--- src/rtl/flash_cmd_pkg.sv ---
`timescale 1ns/1ps
package flash_cmd_pkg;
    localparam int CMD_W = 8;

    typedef enum logic [2:0] {
        MODE_READ   = 3'd0,
        MODE_AUTO   = 3'd1,
        MODE_BYPASS = 3'd2,
        MODE_SUSP   = 3'd3,
        MODE_BUSY   = 3'd4
    } fc_mode_e;

    typedef enum logic [2:0] {
        ST_IDLE = 3'd0,
        ST_UNL1 = 3'd1,
        ST_UNL2 = 3'd2,
        ST_PGM  = 3'd3,
        ST_ER3  = 3'd4,
        ST_ER4  = 3'd5,
        ST_ER5  = 3'd6,
        ST_BYX  = 3'd7
    } fc_step_e;

    localparam logic [CMD_W-1:0] C_UNL_A  = 8'hAA;
    localparam logic [CMD_W-1:0] C_UNL_B  = 8'h55;
    localparam logic [CMD_W-1:0] C_RESET  = 8'hF0;
    localparam logic [CMD_W-1:0] C_AUTO   = 8'h90;
    localparam logic [CMD_W-1:0] C_PGM    = 8'hA0;
    localparam logic [CMD_W-1:0] C_BYPASS = 8'h20;
    localparam logic [CMD_W-1:0] C_ERASE  = 8'h80;
    localparam logic [CMD_W-1:0] C_CHIP   = 8'h10;
    localparam logic [CMD_W-1:0] C_SECT   = 8'h30;
    localparam logic [CMD_W-1:0] C_SUSP   = 8'hB0;
    localparam logic [CMD_W-1:0] C_BYXIT  = 8'h00;
    localparam logic [CMD_W-1:0] C_MFR_ID = 8'h37;
endpackage

--- src/rtl/flash_cmd_addr_cmp.sv ---
`timescale 1ns/1ps
module flash_cmd_addr_cmp #(
    parameter int ADDR_W = 18
) (
    input  logic              byte_mode,
    input  logic [ADDR_W-1:0] addr,
    output logic              hit_a,
    output logic              hit_b
);
    localparam int WCMP_W = 11;
    localparam int BCMP_W = 12;
    localparam logic [WCMP_W-1:0] W_A = 11'h555;
    localparam logic [WCMP_W-1:0] W_B = 11'h2AA;
    localparam logic [BCMP_W-1:0] B_A = 12'hAAA;
    localparam logic [BCMP_W-1:0] B_B = 12'h555;

    always_comb begin
        if (byte_mode) begin
            hit_a = (addr[BCMP_W-1:0] == B_A);
            hit_b = (addr[BCMP_W-1:0] == B_B);
        end else begin
            hit_a = (addr[WCMP_W-1:0] == W_A);
            hit_b = (addr[WCMP_W-1:0] == W_B);
        end
    end
endmodule

--- src/rtl/flash_cmd_id_read.sv ---
`timescale 1ns/1ps
module flash_cmd_id_read
    import flash_cmd_pkg::*;
#(
    parameter int ADDR_W = 18,
    parameter int SECT_W = 6
) (
    input  fc_mode_e             mode,
    input  logic                 byte_mode,
    input  logic [ADDR_W-1:0]    rd_addr,
    input  logic [(1<<SECT_W)-1:0] sector_prot,
    output logic [CMD_W-1:0]     id_data
);
    localparam int OFF_W = 11;
    logic [OFF_W-1:0]  off;
    logic [SECT_W-1:0] sidx;

    always_comb begin
        off  = byte_mode ? rd_addr[OFF_W:1] : rd_addr[OFF_W-1:0];
        sidx = rd_addr[ADDR_W-1 -: SECT_W];
        id_data = '0;
        if (mode == MODE_AUTO) begin
            if (off == OFF_W'(0))      id_data = C_MFR_ID;
            else if (off == OFF_W'(2)) id_data = {{(CMD_W-1){1'b0}}, sector_prot[sidx]};
        end
    end
endmodule

--- src/rtl/flash_cmd_fsm.sv ---
`timescale 1ns/1ps
module flash_cmd_fsm
    import flash_cmd_pkg::*;
#(
    parameter int ADDR_W = 18,
    parameter int DATA_W = 16,
    parameter int SECT_W = 6
) (
    input  logic              clk,
    input  logic              rst_n,
    input  logic              wr_en,
    input  logic [ADDR_W-1:0] wr_addr,
    input  logic [DATA_W-1:0] wr_data,
    input  logic              hit_a,
    input  logic              hit_b,
    input  logic              op_done,
    output fc_mode_e          mode,
    output logic              pgm_stb,
    output logic [ADDR_W-1:0] pgm_addr,
    output logic [DATA_W-1:0] pgm_data,
    output logic              chip_stb,
    output logic              sect_stb,
    output logic [SECT_W-1:0] sector,
    output logic              susp_stb,
    output logic              res_stb
);
    typedef struct packed {
        fc_mode_e          mode;
        fc_step_e          step;
        fc_mode_e          auto_base;
        fc_mode_e          busy_ret;
        logic              erase_run;
        logic              pgm_stb;
        logic              chip_stb;
        logic              sect_stb;
        logic              susp_stb;
        logic              res_stb;
        logic [ADDR_W-1:0] pgm_addr;
        logic [DATA_W-1:0] pgm_data;
        logic [SECT_W-1:0] sector;
    } st_t;

    st_t st_d, st_q;
    logic [CMD_W-1:0] cmd;

    always_comb begin
        st_d          = st_q;
        st_d.pgm_stb  = 1'b0;
        st_d.chip_stb = 1'b0;
        st_d.sect_stb = 1'b0;
        st_d.susp_stb = 1'b0;
        st_d.res_stb  = 1'b0;
        cmd           = wr_data[CMD_W-1:0];

        if (st_q.mode == MODE_BUSY && op_done) begin
            st_d.mode = st_q.busy_ret;
            st_d.step = ST_IDLE;
        end else if (wr_en) begin
            case (st_q.mode)
                MODE_BUSY: begin
                    if (st_q.erase_run && cmd == C_SUSP) begin
                        st_d.mode     = MODE_SUSP;
                        st_d.susp_stb = 1'b1;
                    end
                end
                MODE_AUTO: begin
                    if (cmd == C_RESET) st_d.mode = st_q.auto_base;
                end
                MODE_BYPASS: begin
                    st_d.step = ST_IDLE;
                    case (st_q.step)
                        ST_IDLE: begin
                            if (cmd == C_PGM)       st_d.step = ST_PGM;
                            else if (cmd == C_AUTO) st_d.step = ST_BYX;
                        end
                        ST_PGM: begin
                            st_d.pgm_stb   = 1'b1;
                            st_d.pgm_addr  = wr_addr;
                            st_d.pgm_data  = wr_data;
                            st_d.busy_ret  = MODE_BYPASS;
                            st_d.erase_run = 1'b0;
                            st_d.mode      = MODE_BUSY;
                        end
                        ST_BYX: begin
                            if (cmd == C_BYXIT) st_d.mode = MODE_READ;
                        end
                        default: ;
                    endcase
                end
                default: begin
                    // array read or erase suspended
                    st_d.step = ST_IDLE;
                    case (st_q.step)
                        ST_IDLE: begin
                            if (cmd == C_UNL_A && hit_a) begin
                                st_d.step = ST_UNL1;
                            end else if (st_q.mode == MODE_SUSP && cmd == C_SECT) begin
                                st_d.res_stb   = 1'b1;
                                st_d.mode      = MODE_BUSY;
                                st_d.erase_run = 1'b1;
                                st_d.busy_ret  = MODE_READ;
                            end
                        end
                        ST_UNL1: if (cmd == C_UNL_B && hit_b) st_d.step = ST_UNL2;
                        ST_UNL2: begin
                            if (hit_a) begin
                                if (cmd == C_AUTO) begin
                                    st_d.mode      = MODE_AUTO;
                                    st_d.auto_base = st_q.mode;
                                end else if (cmd == C_PGM) begin
                                    st_d.step = ST_PGM;
                                end else if (cmd == C_BYPASS && st_q.mode == MODE_READ) begin
                                    st_d.mode = MODE_BYPASS;
                                end else if (cmd == C_ERASE && st_q.mode == MODE_READ) begin
                                    st_d.step = ST_ER3;
                                end
                            end
                        end
                        ST_PGM: begin
                            st_d.pgm_stb   = 1'b1;
                            st_d.pgm_addr  = wr_addr;
                            st_d.pgm_data  = wr_data;
                            st_d.busy_ret  = st_q.mode;
                            st_d.erase_run = 1'b0;
                            st_d.mode      = MODE_BUSY;
                        end
                        ST_ER3: if (cmd == C_UNL_A && hit_a) st_d.step = ST_ER4;
                        ST_ER4: if (cmd == C_UNL_B && hit_b) st_d.step = ST_ER5;
                        ST_ER5: begin
                            if (cmd == C_CHIP && hit_a) begin
                                st_d.chip_stb  = 1'b1;
                                st_d.mode      = MODE_BUSY;
                                st_d.erase_run = 1'b1;
                                st_d.busy_ret  = MODE_READ;
                            end else if (cmd == C_SECT) begin
                                st_d.sect_stb  = 1'b1;
                                st_d.sector    = wr_addr[ADDR_W-1 -: SECT_W];
                                st_d.mode      = MODE_BUSY;
                                st_d.erase_run = 1'b1;
                                st_d.busy_ret  = MODE_READ;
                            end
                        end
                        default: ;
                    endcase
                end
            endcase
        end
    end

    always_ff @(posedge clk or negedge rst_n) begin
        if (!rst_n) begin
            st_q           <= '0;
            st_q.mode      <= MODE_READ;
            st_q.step      <= ST_IDLE;
            st_q.auto_base <= MODE_READ;
            st_q.busy_ret  <= MODE_READ;
        end else begin
            st_q <= st_d;
        end
    end

    assign mode     = st_q.mode;
    assign pgm_stb  = st_q.pgm_stb;
    assign pgm_addr = st_q.pgm_addr;
    assign pgm_data = st_q.pgm_data;
    assign chip_stb = st_q.chip_stb;
    assign sect_stb = st_q.sect_stb;
    assign sector   = st_q.sector;
    assign susp_stb = st_q.susp_stb;
    assign res_stb  = st_q.res_stb;
endmodule

--- src/rtl/flash_cmd_seq.sv ---
`timescale 1ns/1ps
module flash_cmd_seq
    import flash_cmd_pkg::*;
#(
    parameter int ADDR_W = 18,
    parameter int DATA_W = 16,
    parameter int SECT_W = 6
) (
    input  logic                   clk,
    input  logic                   rst_n,
    input  logic                   byte_mode,
    input  logic                   wr_en,
    input  logic [ADDR_W-1:0]      wr_addr,
    input  logic [DATA_W-1:0]      wr_data,
    input  logic                   op_done,
    input  logic [ADDR_W-1:0]      rd_addr,
    input  logic [(1<<SECT_W)-1:0] sector_prot,
    output logic [2:0]             mode_o,
    output logic                   pgm_stb,
    output logic [ADDR_W-1:0]      pgm_addr,
    output logic [DATA_W-1:0]      pgm_data,
    output logic                   chip_erase_stb,
    output logic                   sect_erase_stb,
    output logic [SECT_W-1:0]      sector,
    output logic                   suspend_stb,
    output logic                   resume_stb,
    output logic [CMD_W-1:0]       id_data
);
    logic     hit_a, hit_b;
    fc_mode_e mode;

    flash_cmd_addr_cmp #(.ADDR_W(ADDR_W)) u_cmp (
        .byte_mode (byte_mode),
        .addr      (wr_addr),
        .hit_a     (hit_a),
        .hit_b     (hit_b)
    );

    flash_cmd_fsm #(.ADDR_W(ADDR_W), .DATA_W(DATA_W), .SECT_W(SECT_W)) u_fsm (
        .clk      (clk),
        .rst_n    (rst_n),
        .wr_en    (wr_en),
        .wr_addr  (wr_addr),
        .wr_data  (wr_data),
        .hit_a    (hit_a),
        .hit_b    (hit_b),
        .op_done  (op_done),
        .mode     (mode),
        .pgm_stb  (pgm_stb),
        .pgm_addr (pgm_addr),
        .pgm_data (pgm_data),
        .chip_stb (chip_erase_stb),
        .sect_stb (sect_erase_stb),
        .sector   (sector),
        .susp_stb (suspend_stb),
        .res_stb  (resume_stb)
    );

    flash_cmd_id_read #(.ADDR_W(ADDR_W), .SECT_W(SECT_W)) u_id (
        .mode        (mode),
        .byte_mode   (byte_mode),
        .rd_addr     (rd_addr),
        .sector_prot (sector_prot),
        .id_data     (id_data)
    );

    assign mode_o = mode;
endmodule

--- config.mk ---
export PLATFORM = sky130hd
export DESIGN_NAME = flash_cmd_seq
export DESIGN_NICKNAME = d
export VERILOG_FILES = /design/src/rtl/flash_cmd_pkg.sv /design/src/rtl/flash_cmd_addr_cmp.sv /design/src/rtl/flash_cmd_id_read.sv /design/src/rtl/flash_cmd_fsm.sv /design/src/rtl/flash_cmd_seq.sv
export SDC_FILE = /design/constraint.sdc
export NUM_CORES = 1
export LEC_CHECK = 0
export BUFFER_PORTS_ARGS = -buffer_cell sky130_fd_sc_hd__buf_2
export CAP_MARGIN = 0
export CELL_PAD_IN_SITES_DETAIL_PLACEMENT = 0
export CELL_PAD_IN_SITES_GLOBAL_PLACEMENT = 1
export CORE_MARGIN = 2
export CORE_UTILIZATION = 32
export DETAILED_ROUTE_END_ITERATION = 6
export GPL_ROUTABILITY_DRIVEN = 0
export PLACE_DENSITY = 0.74
export SLEW_MARGIN = 20
export SYNTH_ARGS = -nofsm -noshare
export SYNTH_HDL_FRONTEND = slang
export SYNTH_SLANG_ARGS = --single-unit
--- constraint.sdc ---
create_clock -name clk -period 2.3 [get_ports clk]
set_input_delay 0.23 -clock clk [delete_from_list [all_inputs] [get_ports clk]]
set_output_delay 0.23 -clock clk [all_outputs]
set_load 0.005 [all_outputs]
# ---- Yosys cells after proc, flatten, opt, wreduce, memory -nomap -nowiden
# Cells that the tools add are included.
dict set report word_totals {
  ff_bits 58
  latchBits 0
  ram_bits 0
  romBits 0
  input_bits 121
  elab_cells 148
  mem_count 0
}
dict set report classes {
  addsub 0
  n_mul 0
  div 0
  magnitude_cmp 1
  eq_ne 41
  shift 0
  muxes 66
  n_bitwise 4
  reduce_logical 23
}
# cell n
set ops {}
lappend ops {{$mux W34} 2}
lappend ops {{$mux W3} 22}
lappend ops {{$mux W58} 1}
lappend ops {{$eq A8 B8 Y1 const B} 6}
lappend ops {{$mux W45} 1}
lappend ops {{$mux W6} 5}
lappend ops {{$eq A8 B6 Y1 const B} 2}
lappend ops {{$mux W4} 4}
lappend ops {{$mux W8} 2}
lappend ops {{$eq A3 B3 Y1 const B} 5}
lappend ops {{$mux W1} 15}
lappend ops {{$pmux W3 S5} 1}
lappend ops {{$eq A12 B11 Y1 const B} 1}
lappend ops {{$eq A12 B12 Y1 const B} 1}
lappend ops {{$eq A3 B2 Y1 const B} 4}
lappend ops {{$ne A6 B1 Y1 const B} 2}
lappend ops {{$pmux W3 S2} 2}
lappend ops {{$pmux W3 S4} 1}
lappend ops {{$pmux W4 S3} 1}
lappend ops {{$reduce_and A12 Y1} 1}
lappend ops {{$reduce_and A6 Y1} 2}
lappend ops {{$eq A11 B10 Y1 const B} 1}
lappend ops {{$eq A11 B11 Y1 const B} 1}
lappend ops {{$eq A11 B2 Y1 const B} 1}
lappend ops {{other kinds (34)} 51}

# ---- Logic depth before layout (Yosys ltp)
# Gate-level depths: netlist of the first run.
dict set report logic_depth {
  word_depth 11
  ltp_mapped 8
}

# ---- Hierarchy
# From an unflattened synthesis of the first run, not the netlist that was laid out.
dict set report hier_totals {
  hier_cells 438
  area_unflattened_um2 4048.9
}
# module instances cells_per_inst area_each_um2 seq_area_each_um2
set modules_own_cells {}
lappend modules_own_cells {flash_cmd_fsm 1 358 3231.8 1451.4}
lappend modules_own_cells {flash_cmd_id_read 1 66 713.2 0.0}
lappend modules_own_cells {flash_cmd_addr_cmp 1 14 103.8 0.0}

# ---- Worst setup path before layout of the first run
# No wires, ideal clock.
dict set report synth_timing {
  path_type {in2reg}
  start {input port wr_addr[2]}
  end {register u_fsm.st_q[45] (netlist bit)}
  setup_time_ns 0.125
  arrival_time_ns 2.404
  t_required_ns 2.175
  slack_ns -0.229
  cell_stages 7
  path_cell_list {or4b_1 -> nor4_2 -> o2111ai_1 -> a21o_1 -> or4_4 -> buf_6 -> mux2_4}
}
dict set report synth_via {
  elab_chain_cells 6
  elab_cells_between_ends 11
}
# item line_no
set synth_rtl {}
lappend synth_rtl {{from (decl)} flash_cmd_seq.sv:13} ;# input logic [ADDR_W-1:0] wr_addr,
lappend synth_rtl {{$eq A12 B12 Y1 or $eq A11 B11 Y1 (tied branches)} {flash_cmd_addr_cmp.sv:19, flash_cmd_addr_cmp.sv:22}}
lappend synth_rtl {{$mux W1 (*)} flash_cmd_addr_cmp.sv:18} ;# if (byte_mode) begin
lappend synth_rtl {{$logic_and A1 B1 Y1} flash_cmd_fsm.sv:130} ;# if (cmd == C_CHIP && hit_a) begin
lappend synth_rtl {{$mux W4} flash_cmd_fsm.sv:130}
lappend synth_rtl {{$pmux W4 S3} flash_cmd_fsm.sv:93} ;# case (st_q.step)
lappend synth_rtl {{$pmux W5 S2} flash_cmd_fsm.sv:59} ;# case (st_q.mode)
lappend synth_rtl {{to (signal assigned)} flash_cmd_fsm.sv:158} ;# st_q <= st_d;
lappend synth_rtl {{to (decl)} flash_cmd_fsm.sv:43} ;# st_t st_d, st_q;
# Mark *: on every way between the ends. The rest lies on a longest branch, timed or not.
# A chain may end at the register's enable or synchronous reset.

# ---- Final worst setup path of the first run
dict set report layout_timing {
  start {register, netlist name u_fsm.mode[0]}
  end {register, netlist name u_fsm.mode[2]}
}
dict set report layout_via {
  elab_chain_cells 4
  elab_cells_between_ends 24
}
# item line_no
set layout_rtl {}
lappend layout_rtl {{$eq A3 B3 Y1, or another cell as far along} {flash_cmd_fsm.sv:55, flash_cmd_fsm.sv:59}}
lappend layout_rtl {{$logic_and A1 B1 Y1, or another cell as far along} flash_cmd_fsm.sv:55} ;# if (st_q.mode == MODE_BUSY && op_done) begin
lappend layout_rtl {{$ne A7 B3 Y1 (no line), or another cell as far along} -}
lappend layout_rtl {{$reduce_and A12 Y1 (no line) or $mux W6 (tied branches)} -}
# Parallel ways exist; a longest one is shown, timed or not. The select of a mux whose other input is x is not followed.

==> run_results.csv, run 1 <==
group,metric,value,unit
route,postRouteAntennaNets,0,
grt,antenna_found_initial,0,
timing,worst_pin_slew,0.593,ns
power_and_ir_drop,p_per_area,500,nW/µm²
worst_setup_path,cp-start-kind,"flop",
worst_setup_path,cp.required,2.51,ns
placement,numPortBuffers,173,
placement,pre_cts_slack,-0.368,ns
grt,grt_max_degree,37,
grt,grt_pass1_vias,3579,
synthesis,yosys_warnings,0,
synthesis,yosys.area.top_type,"dfrtp_1",
final_layout,drive_gt1_share,61.4,%
timing,setup_ws,0.0340,ns
run_status,outcome,"finished clean",
grt,grt_pass1_wl,17200,µm
synthesis,synth_ff_type,"dfrtp_1",
placement,dp.cells,669,
final_layout,area_growth,42.1,%
final_layout,diodes,0,
final_layout,fin_nets,663,
timing,drv_slew,0,
cts,clock_latency,0.32,ns
route,wl_met1,4210,µm
worst_setup_path,critical_path_class,"flop to flop",
cts,cts-buffers-inserted,9,
synthesis,ys_ff_latch,58,
floorplan,io_pins,177,
timing,skew,0.00432,ns
power_and_ir_drop,swShare,21.3,%
synthesis,netlist_area,3940,µm²
route,dr_wl_met2,5760,µm
cts,cts_tree,"done",
power_and_ir_drop,power.leakage,2.89,nW
floorplan,die_h,115,µm
power_and_ir_drop,ir_worst_vdd,308,µV
cts,clock-root-buffer,"clkbuf_16",
worst_setup_path,worst_setup_path_end_kind,"flop",
cts,cts_max_path_buffers,2,
cts,clock_sinks,58,
power_and_ir_drop,clockPowerShare,50.8,%
synthesis,ys_types,60,
route,top_layer_used,"met4",
grt,grt.total_usage,16.7,%
route,wl,11000,µm
route,vias_per_cell,5.11,
final_layout,final_cells,694,
floorplan,rows,40,
power_and_ir_drop,power.internal,2.20,mW
worst_setup_path,cp_max_fo,4,
route,num_vias,3549,
timing,hold_viol_final,0,
route,drtPass1Iterations,4,
timing,finalCritPeriodShare,98.5,%
route,first_iter_violations,147,
hold_path,hp-class,"input pin to flop",
synthesis,synth_edf_count,0,
synthesis,syn_area_per_cell,11.0,µm²
floorplan,die_w,115,µm
timing,period_minus_slack,2.27,ns
placement,place_area,5030,µm²
grt,globalRouteOverflowTotal,0,
floorplan,start_util,32.8,%
worst_setup_path,arrival,2.47,ns
floorplan,fp.dieArea,13200,µm²
power_and_ir_drop,pwr-share-seq,36.5,%
power_and_ir_drop,pwr-share-comb,12.7,%
timing,max_clock_freq,0.441,GHz
synthesis,ys_seq_area_share,36.9,%
synthesis,yosys-top-cells-area,"dfrtp_1 (37%), mux4_2 (11%), mux2_2 (10%)",
timing,relSlewSlack,60.5,%
route,drc_errors,0,
cts,path_clk_slew,0.05,ns
synthesis,syn_inst,359,
timing,fin_setup_tns,0,ns
route,wl_met3,777,µm
run,maxCapViolations,0,
cts,htreeDepth,3,
final_layout,final_area,5590,µm²
placement,dpl.hpwl,8810,µm
power_and_ir_drop,p_sw,0.597,mW
synthesis,netlist.area_leader.share,36.9,%
timing,timing.hold.ws,0.116,ns
timing,rsz0062_at_grt,"yes",
route,wl_per_cell,15.8,µm
timing,setup_violations,0,
synthesis,synthArstFlopShare,100,%
floorplan,core-area,12000,µm²
## per-layer routing
metal	global-route usage [%]	up-vias
li1	-	1647
met1	18.3	1698
met2	31.1	184
met3	4.59	20
met4	5.62	0
met5	0	-
## flip-flops by register name, indices dropped and copies added, names as in the netlist
| name | cells |
|---|---|
| u_fsm.res_stb | 1 |
| u_fsm.pgm_stb | 1 |
| u_fsm.pgm_addr | 18 |
| u_fsm.susp_stb | 1 |
| u_fsm.st_q | 10 |
| u_fsm.mode | 3 |
| u_fsm.sect_stb | 1 |
| u_fsm.chip_stb | 1 |
| u_fsm.sector | 6 |
| u_fsm.pgm_data | 16 |
## final cells by class
cell class	count	area, µm²
timing repair buffer	238	1460
clock inverter	4	75.1
clock buffer	12	246
sequential	58	1450
multi-input combinational	230	2160
fill	1114	6420
inverter	5	18.8
tap	147	184
## synthesized netlist by cell type (all sizes together), types with 5 or more instances
| library cell | instances |
|---|---|
| mux4 | 20 |
| nor2b | 7 |
| mux2 | 47 |
| nor2 | 23 |
| inv | 5 |
| buf | 52 |
| clkbuf | 16 |
| nand2 | 15 |
| nand2b | 11 |
| mux2i | 5 |
| nand3 | 8 |
| dfrtp | 58 |
| nor4 | 11 |
| o21ai | 9 |
| a21oi | 9 |
## critical path, stage by stage (launching register included)
cell	delay, ns
dfrtp_2	0.43
buf_6	0.13
or3b_1	0.43
nand3_2	0.11
a21oi_1	0.05
a21o_1	0.20
a2111oi_2	0.30
buf_4	0.20
mux2_4	0.30
## through the flow
step | power [mW] | util (%)
2_1_floorplan | 1.17 | -
3_3_place_gp | 1.36 | 41.9
3_5_place_dp | 1.37 | 41.9
4_1_cts | 2.83 | 45.9
5_1_grt | 2.91 | 46.6
6_report | 2.80 | 46.6
## worst paths after layout
check                      slack, ns                 end  depth (start not counted)              start
max                             0.03       u_fsm.mode[2]                          8      u_fsm.mode[0]
min                             0.12  u_fsm.pgm_data[12]                          2        wr_data[12]
max reg2reg                     0.03       u_fsm.mode[2]                          8      u_fsm.mode[0]
min reg2reg                     0.49   u_fsm.pgm_data[1]                          1  u_fsm.pgm_data[1]
max in group asynchronous       1.17       u_fsm.mode[1]                          3              rst_n
min in group asynchronous       0.45   u_fsm.pgm_data[8]                          2              rst_n
## logic make-up after synthesis
logic type	synth area share [%]
buf+inv	11.9
flops	36.9
mux	26.2
other cells	0.0952
compound gates	7.50
xor+xnor	0.222
simple gates	17.2
## power groups by stage
stage | Combinational (mW) | Sequential, mW | Clock, mW
2_1_floorplan | 0.127 | 1.04 | 0
3_3_place_gp | 0.323 | 1.04 | 0
3_5_place_dp | 0.331 | 1.04 | 0
4_1_cts | 0.354 | 1.02 | 1.45
5_1_grt | 0.385 | 1.02 | 1.51
6_report | 0.355 | 1.02 | 1.42
## cell usage in the layout, fill, tap and decap left out, drive strengths merged, types with 3 or more instances in the layout
cell | netlist | routed
buf | 52 | 237
dfrtp | 58 | 58
mux2 | 47 | 47
nor2 | 23 | 23
mux4 | 20 | 20
nand2 | 15 | 15
clkbuf | 16 | 12
nand2b | 11 | 11
nor4 | 11 | 11
a21oi | 9 | 9
o21ai | 9 | 9
nand3 | 8 | 8
nor2b | 7 | 7
inv | 5 | 5
mux2i | 5 | 5
a21o | 4 | 4
nand4b | 4 | 4
nor3 | 4 | 4
nor3b | 4 | 4
or4 | 4 | 4
o2111ai | 3 | 3
and3 | 3 | 3
conb | 1 | 3
## what timing repair did
item / 4_1_cts / 5_1_grt
hold buffers: 1 / 0
cloned: 1 / 0
gates resized for setup: 23 / 12
pin swaps: 9 / 6
endpoints found under the setup margin: 8 / 4
endpoints found under the hold margin: 25 / 0
setup buffers: 3 / 4
No activity file was read; power rests on OpenSTA's default activity.
==> run 2: changes to the inputs <==
- ABC_AREA: not set -> 1
- CORE_UTILIZATION: 32 -> 30
==> run 2 against run 1 <==
Effect of this change: clock power is 8% lower; power grew 23%; final area decreased by 8.8%; sequential cell count did not move; largest cell class unchanged; largest power group unchanged; register-to-register slack better by 0.33 ns; utilization shrank 8.4 points; die area rose by 11%; clock skew up 0.0049 ns; synthesized cell count rose by 61%; clock-buffer cell count shrank 2.
==> run_results.csv, run 2 <==
group,metric,value,unit
floorplan,fp.dieArea,14700,µm²
grt,grt.total_usage,16.2,%
floorplan,start_util,30.9,%
timing,timing.hold.ws,0.0478,ns
route,drtPass1Iterations,4,
cts,clock_latency,0.33,ns
synthesis,synth_most_common_cell,"nand2_1",
floorplan,rows,42,
timing,fin_setup_tns,0,ns
synthesis,synth_edf_count,0,
grt,grt_pass1_vias,3943,
route,postRouteAntennaNets,0,
timing,rsz0062_at_grt,"no",
worst_setup_path,cp-start-kind,"flop",
timing,setup_violations,0,
worst_setup_path,critical_path_class,"flop to output port",
cts,postCtsSetupRepairBufs,0,
final_layout,largest_reg_flops,18,
timing,skew,0.00926,ns
route,wl_per_cell,13.5,µm
route,vias_per_cell,4.59,
route,num_vias,4069,
floorplan,die_w,121,µm
final_layout,layout_commonest_cell,"buf_2",
power_and_ir_drop,power.leakage,2.90,nW
run,maxCapViolations,0,
cts,cts_max_path_buffers,2,
worst_setup_path,worst_setup_path_end_kind,"output port",
placement,numPortBuffers,173,
final_layout,fin_nets,827,
route,wl,11900,µm
grt,antenna_found_initial,0,
timing,max_clock_freq,0.478,GHz
synthesis,ys_types,37,
final_layout,drive_gt1_share,32.2,%
cts,cts_tree,"done",
cts,cts-buffers-inserted,9,
worst_setup_path,r2r_start,"u_fsm.mode[0]",
synthesis,yosys-top-cells-area,"dfrtp_1 (35%), nand2_1 (14%), nand3_1 (10%)",
cts,htreeDepth,3,
final_layout,final_cell_mix,"buf_2 (173), nand2_1 (159), nand3_1 (84)",
timing,period_minus_slack,2.09,ns
floorplan,core-area,13300,µm²
synthesis,yosys_warnings,0,
cts,postCtsHoldBufs,0,
floorplan,io_pins,177,
hold_path,hp-class,"input pin to async pin",
floorplan,die_h,121,µm
synthesis,ys_seq_area_share,35.2,%
worst_setup_path,cp.required,2.07,ns
power_and_ir_drop,p_per_area,675,nW/µm²
cts,clock_sinks,58,
synthesis,ys_ff_latch,58,
timing,hold_viol_final,0,
route,drc_errors,0,
timing,relSlewSlack,49.4,%
cts,path_clk_slew,0.05,ns
synthesis,netlist_area,4130,µm²
timing,drv_slew,0,
route,first_iter_violations,260,
synthesis,ys_top_cells_by_count,"nand2_1 (159), nand3_1 (84), dfrtp_1 (58)",
synthesis,yosys.area.top_type,"dfrtp_1",
synthesis,netlist.area_leader.share,35.2,%
synthesis,syn_area_per_cell,7.13,µm²
worst_setup_path,arrival,1.86,ns
worst_setup_path,startpoint,"u_fsm.mode[2]",
timing,worst_pin_slew,0.759,ns
cts,clock-root-buffer,"clkbuf_16",
power_and_ir_drop,ir_worst_vdd,341,µV
worst_setup_path,cp_max_fo,7,
timing,finalCritPeriodShare,90.9,%
final_layout,diodes,0,
grt,grt_max_degree,59,
grt,globalRouteOverflowTotal,0,
final_layout,area_growth,23.6,%
synthesis,synthArstFlopShare,100,%
synthesis,syn_inst,579,
synthesis,synth_ff_type,"dfrtp_1",
run_status,outcome,"finished clean",
placement,dpl.hpwl,9570,µm
grt,grt_pass1_wl,18900,µm
run 2: logic make-up (layout without fill, tap and decap cells):
family                 count (synthesis)  after routing  share of synthesized area, %
AND/OR/NAND/NOR                      337            337                          37.4
buffers and inverters                124            254                          16.6
flip-flops                            58             58                          35.2
AO/OA/AOI/OAI                         39             39                          5.34
multiplexers                          20             20                          5.37
other                                  1              3                        0.0909
run 2: through the flow:
step / total power, mW / area, µm² / std cells / setup slack (ns) / util [%]
floorplan: 1.88 / 4130 / 581 / 0.687 / -
CTS: 3.48 / 5100 / 887 / 0.123 / 38.2
global route: 3.66 / 5100 / 887 / 0.0664 / 38.2
detailed placement: 2.16 / 4810 / 871 / 0.361 / 36.1
finish: 3.44 / 5100 / 887 / 0.209 / 38.2
global placement: 2.15 / 4810 / 871 / 0.443 / 36.1
run 2: final timing paths:
kind	endpoint	depth (start not counted)	slack, ns
min in group clk	u_fsm.pgm_data[11]	2	0.12
worst max register to register	u_fsm.pgm_data[8]	7	0.36
worst max-delay path	id_data[0]	9	0.21
worst min-delay path	u_fsm.sector[0]	2	0.05
worst min register to register	u_fsm.pgm_data[11]	1	0.48
max in group asynchronous	u_fsm.st_q[52]	2	1.74
run 2: layout make-up:
class	count	area [µm²]
Sequential cell	58	1450
Multi-Input combinational cell	399	2000
Timing Repair Buffer	181	926
Fill cell	1447	8250
Clock buffer	10	229
Tap cell	176	220
Clock inverter	6	57.6
Inverter	57	216
run 2: layer usage:
layer	up-vias	GRT usage [%]	part of all wire [%]
met5	-	0	0
met4	0	5.17	1.7
met3	17	3.99	4.6
met2	100	26.6	49
met1	1878	21.0	45
li1	2074	-	-
run 2: worst max-delay path, stage by stage, from the launching register on:
cell	delay [ns]
dfrtp_1	0.46
inv_2	0.13
nand3_2	0.11
inv_1	0.14
nand3_1	0.08
and3b_1	0.22
and2_2	0.18
inv_1	0.05
nand2_1	0.05
buf_2	0.11
run 2: power by group:
part           switching (mW)  internal, mW  total [mW]  leakage, nW
Sequential             0.0767          1.09        1.17        0.755
Combinational           0.615         0.353       0.967         2.00
Clock                   0.473         0.829        1.30        0.142
Total                    1.16          2.28        3.44         2.90
run 2: what timing repair did:
item,4_1_cts,5_1_grt
gates resized for setup,0,1
setup endpoints to repair,0,1
endpoints found under the hold margin,0,0
